--- src/rtl/erase_pkg.sv ---
package erase_pkg;

  localparam logic [7:0] OP_SMALL_MODE = 8'h20;
  localparam logic [7:0] OP_SMALL_WIDE = 8'h21;
  localparam logic [7:0] OP_LARGE_MODE = 8'hD8;
  localparam logic [7:0] OP_LARGE_WIDE = 8'hDC;

  typedef enum logic {
    SZ_SMALL = 1'b0,
    SZ_LARGE = 1'b1
  } erase_size_e;

  typedef struct packed {
    logic        go;
    logic [31:0] base;
    erase_size_e size;
    logic        ign;
    logic        rej;
  } erase_res_t;

endpackage

--- src/rtl/erase_cfg_otp.sv ---
module erase_cfg_otp (
  input  logic       clk,
  input  logic       rst_n,
  input  logic       wr,
  input  logic [1:0] wdata,
  output logic       win_off,
  output logic       win_top
);

  always_ff @(posedge clk) begin
    if (!rst_n) begin
      win_off <= 1'b0;
      win_top <= 1'b0;
    end else if (wr) begin
      win_off <= win_off | wdata[0];
      win_top <= win_top | wdata[1];
    end
  end

endmodule

--- src/rtl/erase_addr_map.sv ---
module erase_addr_map #(
  parameter int ARRAY_AW    = 25,
  parameter int NUM_SMALL   = 32,
  parameter int SMALL_SHIFT = 12,
  parameter int LARGE_SHIFT = 16,
  localparam int IDX_W      = $clog2(NUM_SMALL),
  localparam int WIN_SHIFT  = SMALL_SHIFT + IDX_W,
  localparam int GRP_W      = WIN_SHIFT - LARGE_SHIFT
) (
  input  logic [ARRAY_AW-1:0] addr,
  input  logic                wide,
  input  logic                win_top,
  output logic [ARRAY_AW-1:0] eff,
  output logic                in_window,
  output logic [IDX_W-1:0]    sector_idx,
  output logic [GRP_W-1:0]    group_idx
);

  localparam int TAG_W = ARRAY_AW - WIN_SHIFT;

  logic [TAG_W-1:0] tag;

  generate
    if (ARRAY_AW > 24) begin : g_narrow
      assign eff = wide ? addr : {{(ARRAY_AW-24){1'b0}}, addr[23:0]};
    end else begin : g_fits
      logic unused_wide;
      assign unused_wide = wide;
      assign eff         = addr;
    end
  endgenerate

  assign tag        = eff[ARRAY_AW-1:WIN_SHIFT];
  assign in_window  = win_top ? (&tag) : (tag == '0);
  assign sector_idx = eff[WIN_SHIFT-1:SMALL_SHIFT];
  assign group_idx  = eff[WIN_SHIFT-1:LARGE_SHIFT];

endmodule

--- src/rtl/erase_lock_check.sv ---
module erase_lock_check #(
  parameter int NUM_SMALL   = 32,
  parameter int SMALL_SHIFT = 12,
  parameter int LARGE_SHIFT = 16,
  localparam int IDX_W      = $clog2(NUM_SMALL),
  localparam int PER_GRP    = 1 << (LARGE_SHIFT - SMALL_SHIFT),
  localparam int NUM_GRP    = NUM_SMALL / PER_GRP,
  localparam int GRP_W      = $clog2(NUM_GRP)
) (
  input  logic [NUM_SMALL-1:0] lock_a,
  input  logic [NUM_SMALL-1:0] lock_b,
  input  logic [IDX_W-1:0]     sector_idx,
  input  logic [GRP_W-1:0]     group_idx,
  output logic                 sector_locked,
  output logic                 group_locked
);

  logic [NUM_SMALL-1:0] locked;
  logic [NUM_GRP-1:0]   grp_any;

  assign locked = lock_a | lock_b;

  generate
    for (genvar g = 0; g < NUM_GRP; g++) begin : g_grp
      assign grp_any[g] = |locked[g*PER_GRP +: PER_GRP];
    end
  endgenerate

  assign sector_locked = locked[sector_idx];
  assign group_locked  = grp_any[group_idx];

endmodule

--- src/rtl/erase_resolver.sv ---
module erase_resolver #(
  parameter int ARRAY_AW    = 25,
  parameter int NUM_SMALL   = 32,
  parameter int SMALL_SHIFT = 12,
  parameter int LARGE_SHIFT = 16
) (
  input  logic                 clk,
  input  logic                 rst_n,
  input  logic                 cfg_wr,
  input  logic [1:0]           cfg_wdata,
  input  logic [NUM_SMALL-1:0] lock_static,
  input  logic [NUM_SMALL-1:0] lock_dynamic,
  input  logic                 clear_err,
  input  logic                 cmd_valid,
  output logic                 cmd_ready,
  input  logic [7:0]           cmd_opcode,
  input  logic [31:0]          cmd_addr,
  input  logic                 cmd_addr4,
  output logic                 res_valid,
  input  logic                 res_ready,
  output logic                 erase_go,
  output logic [31:0]          erase_base,
  output logic                 erase_size,
  output logic                 ignored,
  output logic                 rejected,
  output logic                 err
);
  import erase_pkg::*;

  localparam int IDX_W = $clog2(NUM_SMALL);
  localparam int GRP_W = SMALL_SHIFT + IDX_W - LARGE_SHIFT;
  localparam logic [31:0] SMALL_MASK = ~((32'd1 << SMALL_SHIFT) - 32'd1);
  localparam logic [31:0] LARGE_MASK = ~((32'd1 << LARGE_SHIFT) - 32'd1);

  logic                param_off;
  logic                place_top;
  logic                wide;
  logic [ARRAY_AW-1:0] eff;
  logic [31:0]         eff32;
  logic                in_window;
  logic [IDX_W-1:0]    sector_idx;
  logic [GRP_W-1:0]    group_idx;
  logic                sector_locked;
  logic                group_locked;
  logic                accept;
  erase_res_t          nxt;
  erase_res_t          res_q;

  generate
    if (ARRAY_AW < 32) begin : g_hi
      logic unused_addr_hi;
      assign unused_addr_hi = ^cmd_addr[31:ARRAY_AW];
    end
  endgenerate

  erase_cfg_otp u_cfg (
    .clk     (clk),
    .rst_n   (rst_n),
    .wr      (cfg_wr),
    .wdata   (cfg_wdata),
    .win_off (param_off),
    .win_top (place_top)
  );

  assign wide = (cmd_opcode == OP_SMALL_WIDE) || (cmd_opcode == OP_LARGE_WIDE) || cmd_addr4;

  erase_addr_map #(
    .ARRAY_AW    (ARRAY_AW),
    .NUM_SMALL   (NUM_SMALL),
    .SMALL_SHIFT (SMALL_SHIFT),
    .LARGE_SHIFT (LARGE_SHIFT)
  ) u_map (
    .addr       (cmd_addr[ARRAY_AW-1:0]),
    .wide       (wide),
    .win_top    (place_top),
    .eff        (eff),
    .in_window  (in_window),
    .sector_idx (sector_idx),
    .group_idx  (group_idx)
  );

  erase_lock_check #(
    .NUM_SMALL   (NUM_SMALL),
    .SMALL_SHIFT (SMALL_SHIFT),
    .LARGE_SHIFT (LARGE_SHIFT)
  ) u_lock (
    .lock_a        (lock_static),
    .lock_b        (lock_dynamic),
    .sector_idx    (sector_idx),
    .group_idx     (group_idx),
    .sector_locked (sector_locked),
    .group_locked  (group_locked)
  );

  assign eff32 = 32'(eff);

  // Outcome of the offered command, decided before it is taken.
  always_comb begin
    nxt = '0;
    unique case (cmd_opcode)
      OP_SMALL_MODE, OP_SMALL_WIDE: begin
        if (param_off) begin
          nxt.ign = 1'b1;
        end else if (!in_window || sector_locked) begin
          nxt.rej = 1'b1;
        end else begin
          nxt.go   = 1'b1;
          nxt.base = eff32 & SMALL_MASK;
          nxt.size = SZ_SMALL;
        end
      end
      OP_LARGE_MODE, OP_LARGE_WIDE: begin
        if (!param_off && in_window && group_locked) begin
          nxt.rej = 1'b1;
        end else begin
          nxt.go   = 1'b1;
          nxt.base = eff32 & LARGE_MASK;
          nxt.size = SZ_LARGE;
        end
      end
      default: nxt.ign = 1'b1;
    endcase
  end

  assign cmd_ready = !res_valid || res_ready;
  assign accept    = cmd_valid && cmd_ready;

  always_ff @(posedge clk) begin
    if (!rst_n) begin
      res_valid <= 1'b0;
      res_q     <= '0;
    end else if (accept) begin
      res_valid <= 1'b1;
      res_q     <= nxt;
    end else if (res_ready) begin
      res_valid <= 1'b0;
    end
  end

  always_ff @(posedge clk) begin
    if (!rst_n) begin
      err <= 1'b0;
    end else if (accept && nxt.rej) begin
      err <= 1'b1;
    end else if (clear_err) begin
      err <= 1'b0;
    end
  end

  assign erase_go   = res_q.go;
  assign erase_base = res_q.base;
  assign erase_size = res_q.size;
  assign ignored    = res_q.ign;
  assign rejected   = res_q.rej;

endmodule

--- config.mk ---
export PLATFORM = sky130hd
export DESIGN_NAME = erase_resolver
export DESIGN_NICKNAME = d
export VERILOG_FILES = /design/src/rtl/erase_pkg.sv /design/src/rtl/erase_cfg_otp.sv /design/src/rtl/erase_addr_map.sv /design/src/rtl/erase_lock_check.sv /design/src/rtl/erase_resolver.sv
export SDC_FILE = /design/constraint.sdc
export NUM_CORES = 1
export LEC_CHECK = 0
export ABC_AREA = 1
export CAP_MARGIN = 20
export CORE_ASPECT_RATIO = 0.9
export CORE_MARGIN = 1
export CORE_UTILIZATION = 35
export CTS_BUF_LIST = sky130_fd_sc_hd__clkbuf_4
export CTS_CLUSTER_DIAMETER = 150
export DETAILED_ROUTE_END_ITERATION = 8
export PLACE_DENSITY = 0.89
export SETUP_SLACK_MARGIN = 0.3
export SYNTH_ARGS = -nofsm -noshare
export SYNTH_HDL_FRONTEND = slang
export SYNTH_SLANG_ARGS = --single-unit
--- constraint.sdc ---
create_clock -name clk -period 3.3 [get_ports clk]
set_input_delay 0.495 -clock clk [delete_from_list [all_inputs] [get_ports clk]]
set_output_delay 0.495 -clock clk [all_outputs]
set_load 0.005 [all_outputs]
==> summary.md, run 1 <==
| Metric | Value |
|---|---|
| DR WL/cell | 11.7 microns |
| Most common cell after layout, fill and taps aside | clkdlybuf4s50_1 |
| Register area | 420 sq um |
| Via-to-Cell Ratio | 4.67 |
| Syn Inst Count | 275 |
| Worst hold margin | 0.474 ns |
| Synthesis warning total | 0 |
| I/O Pins | 152 |
| Hold Startpoint | erase_size |
| GRT Overall Usage | 0.201 |
| Clock Sinks | 21 |
| Met3 Use GR | 0.0265 |
| R2R setup slack | 1.77 ns |
| Static leakage | 1.12 nW |
| Grt ovf | 0 |
| Post-Syn Area | 1710 sq um |
| Clk root buf | clkbuf_4 |
| CTS tree | yes |
| Largest net degree at the start of global routing | 19 |
| Initial antenna violation count | 0 |
| Die area | 5180 sq um |
| Post-Route Setup TNS | 0 ns |
| Reg-to-Reg End | erase_base[19] |
| Synth top area cells | dfxtp_1 (25%), nand2_1 (16%), nand3_1 (9.9%) |
| Min cycle time layout | 2.07 ns |
| Cts bufs inserted | 3 |
| WHS Path Cells | 2 |
| CTS Buffer Depth | 2 |
| Inst Count DP | 445 |
| Final wirelength | 5240 microns |
| Synth top area share | 0.245 |
| Final slew viol count | 0 |
| Setup-failing EPs final | 0 |
| Yosys top cell by area | dfxtp_1 |
| Met1 usage | 0.239 |
| First-pass GRT wire length | 8050 microns |
| GR peak layer | met2 |
| Most frequent cells in the layout | clkdlybuf4s50_1 (113), nand2_1 (75), nor2_1 (41), nand3_1 (34), dfxtp_1 (21) |
| CTS clock-pin slew for the worst setup and hold paths | 0.11 ns |
| Cts hold-fix bufs | 0 |
| Post-cts resize count | 0 |
| Number of synthesized flops with an enable pin | 0 |
| PD cells | 211 nW/um^2 |
| Setup CP Type | in -> out |
| Starting Density | 0.374 |
| Residual DRC | 0 |
| RSZ-0062 raised after global routing | no |
| Syn_area_per_cell | 6.23 sq um |
| Worst skew pair latency | 0.30 ns |
| First-pass DRT Iterations | 4 |
| Final period util | 0.629 |
| Fin nets | 501 |
| Pre-CTS WS | 0.936 ns |
| Slew margin rel. | 0.616 |
| Area grow syn2layout | 65.9% |
| FMAX | 482 MHz |
| Post-route insts no fill | 449 |
| Vias in the first global route | 1841 |
| Post-DP HPWL | 4410 microns |
| Post-synthesis sequential area ratio | 0.245 |
| FFs w/ async S/R, synth | 0 |
| Num rows | 23 |
| Number of I/O port buffers | 113 |
| DRT antenna net count | 0 |
| Primary FF master, synth | dfxtp_1 |
| Worst-margin pin slew | 0.572 ns |
| Yosys cell types | 32 |
| Max_cap viols | 0 |
| Critical path arrival | 1.58 ns |
| Met2 Use GR | 0.381 |
| Status | finished, final reports clean |
| Reg-to-reg critical path startpoint | res_valid |
| Vias post-DR | 2098 |
| Post-CTS Setup Inserts | 0 |
| Startpoint types | input pin |
| Multi-input logic area | 1080 sq um |
| Die height | 68.4 microns |
| CP Capture Type | primary output |
| Ant. Diodes | 0 |
| Die width | 75.7 microns |
| Final hold violation count | 0 |
| CTS H-Tree Depth | 1 |
| DRT iter0 DRCs | 135 |
| Setup ws final | 1.23 ns |
| Worst Hold Class | reg -> reg |
| Worst Path Max Fanout | 3 |
| Critical Path RT | 2.80 ns |
| FF+latch count, synth | 21 |
| Placer congestion estimate | 0.772 |
| Hold endpoint | erase_size |
| Clock Skew | 0.00116 ns |
| Layout Utilization | 0.621 |
| Maximum vdd ir drop | 0.211 mV |
| Share of cells above drive strength 1 | 0.0956 |
| Placeable Area | 4580 sq um |
| Worst R2R Path Depth | 7 |
| Fill count | 437 |
how the worst max path moves through the flow:
| stage | start | end | slack, ns | cells past startpoint |
|---|---|---|---|---|
| after CTS | res_ready | cmd_ready | 1.22 | 4 |
| final | res_ready | cmd_ready | 1.23 | 4 |
| after global routing | cmd_addr[13] | erase_base[19] | 1.09 | 11 |
| after floorplan | cmd_addr[21] | erase_go | 1.66 | 9 |
| after global placement | cmd_addr[13] | erase_base[23] | 0.97 | 11 |
| after detailed placement | cmd_addr[13] | erase_base[23] | 0.94 | 11 |
power breakdown:
group	total, mW	leakage [nW]	switching [mW]	internal, mW
Combinational	0.212	0.934	0.0851	0.127
Sequential	0.260	0.170	0.00241	0.257
Clock	0.129	0.0184	0.0739	0.0553
Yosys cell counts, drive strengths merged (2+ instances only):
cell    n
and3    2
o21ai   2
nor3    9
nand2  89
a21oi  17
nand3  34
dfxtp  21
nor2   42
buf    24
nand4   8
inv    19
routing by layer:
metal | part of all wire | wire length (microns) | up-vias
met5 | 0 | 0 | -
met4 | 0.012 | 65 | 0
met3 | 0.073 | 383 | 9
met2 | 0.50 | 2640 | 94
met1 | 0.41 | 2140 | 922
li1 | - | - | 1073
cell type report:
| type | instances | area share |
|---|---|---|
| timing repair buffer | 115 | 0.403 |
| sequential | 21 | 0.148 |
| multi-input combinational | 227 | 0.382 |
| tap | 62 | 0.0273 |
| inverter | 20 | 0.0291 |
| clock buffer | 4 | 0.0106 |
logic make-up (layout without fill, tap and decap cells):
logic type / after synthesis / after routing / share of synthesized area
DFF: 21 / 21 / 0.245
AOI/OAI and AO/OA: 20 / 20 / 0.0796
other: 1 / 19 / 0.00219
and+or+nand+nor: 188 / 188 / 0.512
buffers and inverters: 45 / 139 / 0.161
flip-flops by register name, summed over array words and instances, names as in the netlist:
register       flops
u_cfg.win_top      1
res_valid          1
erase_base        13
rejected           1
erase_go           1
ignored            1
err                1
u_cfg.win_off      1
erase_size         1
metrics by stage:
step,power [mW],instance area [sq um]
floorplan,0.357,1780
global placement,0.472,2810
detailed placement,0.476,2810
CTS,0.607,2840
global route,0.641,2840
finish,0.601,2840
critical path, stage by stage:
cell and delay [ns]:
clkdlybuf4s50_1 0.45, inv_1 0.04, nand2_1 0.09, clkdlybuf4s50_1 0.51
No activity file was read; power rests on OpenSTA's default activity.
==> run 2: changes to the inputs <==
CORE_UTILIZATION = 32   (was 35)
PLACE_DENSITY = 0.82   (was 0.89)
clock period = 2.1 ns   (was 3.3 ns; I/O delays follow)
==> run 2 against run 1 <==
Effect of this change:
- clock-buffer cell count unchanged
- die area increased by 9.1%
- clock power grew 61%
- core utilization fell by 2.0 points
- via count up 1.3%
- worst setup slack lost 0.86 ns
- largest cell class unchanged
- highest routed layer unchanged
==> summary.md, run 2 (synthesis results as in run 1) <==
| Metric | Value |
|---|---|
| Die height | 71.4 microns (+4.5%) |
| Cts bufs inserted | 3 (unchanged) |
| Placer congestion estimate | 0.784 (+1.6%) |
| Placed Area | 2860 sq um (+1.6%) |
| DR WL/cell | 11.7 microns (+0.53%) |
| Num rows | 24 (+4.3%) |
| First-pass DRT Iterations | 4 (unchanged) |
| R2R setup slack | 0.57 ns (-1.20 ns) |
| FMAX | 577 MHz |
| Via-to-Cell Ratio | 4.63 (-0.87%) |
| Placeable Area | 4980 sq um (+8.9%) |
| Worst Path Max Fanout | 5 (+2) |
| Fin nets | 508 (+1.4%) |
| CP startpoint | lock_static[16] |
| Worst Hold Class | in -> reg |
| Startpoint types | input pin |
| Crit-path most repeated cell | nor2_1 |
| Vias post-DR | 2126 (+1.3%) |
| Largest net degree at the start of global routing | 19 (unchanged) |
| Crit path cell chain | clkdlybuf4s50_1, nor2_1, nand4_1, nor2_1, nand3_1, nor2_1, nor2_1, nand2_2, nand2_4, nand2_4, nand2_2, a21oi_2 |
| DRT antenna net count | 0 (unchanged) |
| Critical Path RT | 2.35 ns (-0.45 ns) |
| CP Capture Type | register |
| Final wirelength | 5380 microns (+2.8%) |
| DRT iter0 DRCs | 82 (-39%) |
| Vias in the first global route | 1945 (+5.6%) |
| Hold endpoint | erase_base[20] |
| Maximum vdd ir drop | 0.237 mV (+12%) |
| Slowest Stage Delay on Critical Path | 0.41 ns (-0.10 ns) |
| GRT Overall Usage | 0.176 (-0.0250) |
| Cts hold-fix bufs | 0 (unchanged) |
| Worst hold margin | 0.313 ns (-0.160 ns) |
| Setup CP Type | in -> reg |
| Max_cap viols | 0 (unchanged) |
| Final slew viol count | 0 (unchanged) |
| Starting Density | 0.344 (-0.0307) |
| Reg-to-Reg End | erase_base[22] |
| Grt ovf | 0 (unchanged) |
| CTS H-Tree Depth | 1 (unchanged) |
| Clk root buf | clkbuf_4 |
| Top Family by Delay on Critical Path | simple AND/OR/NAND/NOR gates |
| RSZ-0062 raised after global routing | no |
| Most common cell after layout, fill and taps aside | clkdlybuf4s50_1 |
| Number of I/O port buffers | 113 (unchanged) |
| Clock Skew | 0.00157 ns (+0.000402 ns) |
| Setup-failing EPs final | 0 (unchanged) |
| Most frequent cells in the layout | clkdlybuf4s50_1 (101), nand2_1 (74), nor2_1 (40), nand3_1 (33), dfxtp_1 (21) |
| First-pass GRT wire length | 8140 microns (+1.2%) |
| Clock Sinks | 21 (unchanged) |
| CTS tree | yes |
| Die width | 79.1 microns (+4.5%) |
| Initial antenna violation count | 0 (unchanged) |
| Final hold violation count | 0 (unchanged) |
| Worst skew pair latency | 0.30 ns (about the same) |
| CP max-delay cell | clkdlybuf4s50_1 |
| Max reg flops | 13 (unchanged) |
| Bufs and invs on worst path | 1 (-2) |
| Hold Startpoint | cmd_addr[20] |
| Post-DP HPWL | 4400 microns (-0.31%) |
| Die area | 5650 sq um (+9.1%) |
| Final period util | 0.825 |
| CTS clock-pin slew for the worst setup and hold paths | 0.11 ns (about the same) |
| Reg-to-reg critical path startpoint | res_valid |
| Final Cell Area | 3000 sq um (+5.5%) |
| Status | finished, final reports clean |
| WHS Path Cells | 3 (+1) |
| I/O Pins | 152 (unchanged) |
| Static leakage | 1.28 nW (+14%) |
| CTS Buffer Depth | 2 (unchanged) |
| Worst R2R Path Depth | 7 (unchanged) |
| Area grow syn2layout | 75.0% |
| Critical path arrival | 1.98 ns (+0.40 ns) |
| Post-Route Setup TNS | 0 ns (unchanged) |
| Share of cells above drive strength 1 | 0.127 (+0.0313) |
| Ant. Diodes | 0 (unchanged) |
| Residual DRC | 0 (unchanged) |
| PD cells | 322 nW/um^2 (+52%) |
| Min cycle time layout | 1.73 ns |
[run 2: area by class of cell]
cell class,instances,area (sq um)
Sequential cell,21,420
Clock buffer,4,30.0
Timing Repair Buffer,121,1250
Multi-Input combinational cell,228,1130
Fill cell,484,1990
Inverter,20,87.6
Tap cell,65,81.3
[run 2: per-layer routing]
metal | global-route usage | vias to the layer above | wire (microns)
li1 | - | 1088 | -
met1 | 0.203 | 941 | 2150
met2 | 0.342 | 95 | 2760
met3 | 0.0306 | 2 | 453
met4 | 0.0222 | 0 | 13
met5 | 0 | - | 0
[run 2: stage by stage]
step	cells	total power [mW]	setup slack (ns)	util
6_report	459	0.965	0.367	0.601
3_3_place_gp	452	0.750	0.0808	0.573
5_1_grt	459	1.02	0.316	0.601
2_1_floorplan	293	0.560	0.644	-
4_1_cts	456	0.966	0.350	0.579
3_5_place_dp	452	0.756	0.0207	0.573
[run 2: worst max-delay path by stage]
stage / depth (start not counted) / endpoint / slack [ns]
3_3_place_gp: 12 / erase_go / 0.08
3_5_place_dp: 12 / erase_go / 0.02
2_1_floorplan: 9 / erase_go / 0.64
5_1_grt: 9 / erase_base[16] / 0.32
4_1_cts: 13 / erase_base[21] / 0.35
6_report: 12 / erase_base[22] / 0.37
[run 2: what timing repair did]
action | CTS | global route
gates resized for setup | 0 | 20
endpoints found under the setup margin | 0 | 14
buffers inserted | 0 | 1
[run 2: tightest hold or removal path, delay by kind of cell]
kind | cells | cell delay (ns)
AND/OR/NAND/NOR | 1 | 0.08
AO/OA/AOI/OAI | 1 | 0.04
buffers and inverters | 1 | 0.15
[run 2: report_power, final]
| part | leakage, nW | switching, mW | internal [mW] |
|---|---|---|---|
| sequential | 0.170 | 0.00384 | 0.404 |
| clock | 0.0184 | 0.121 | 0.0870 |
| combinational | 1.10 | 0.140 | 0.209 |
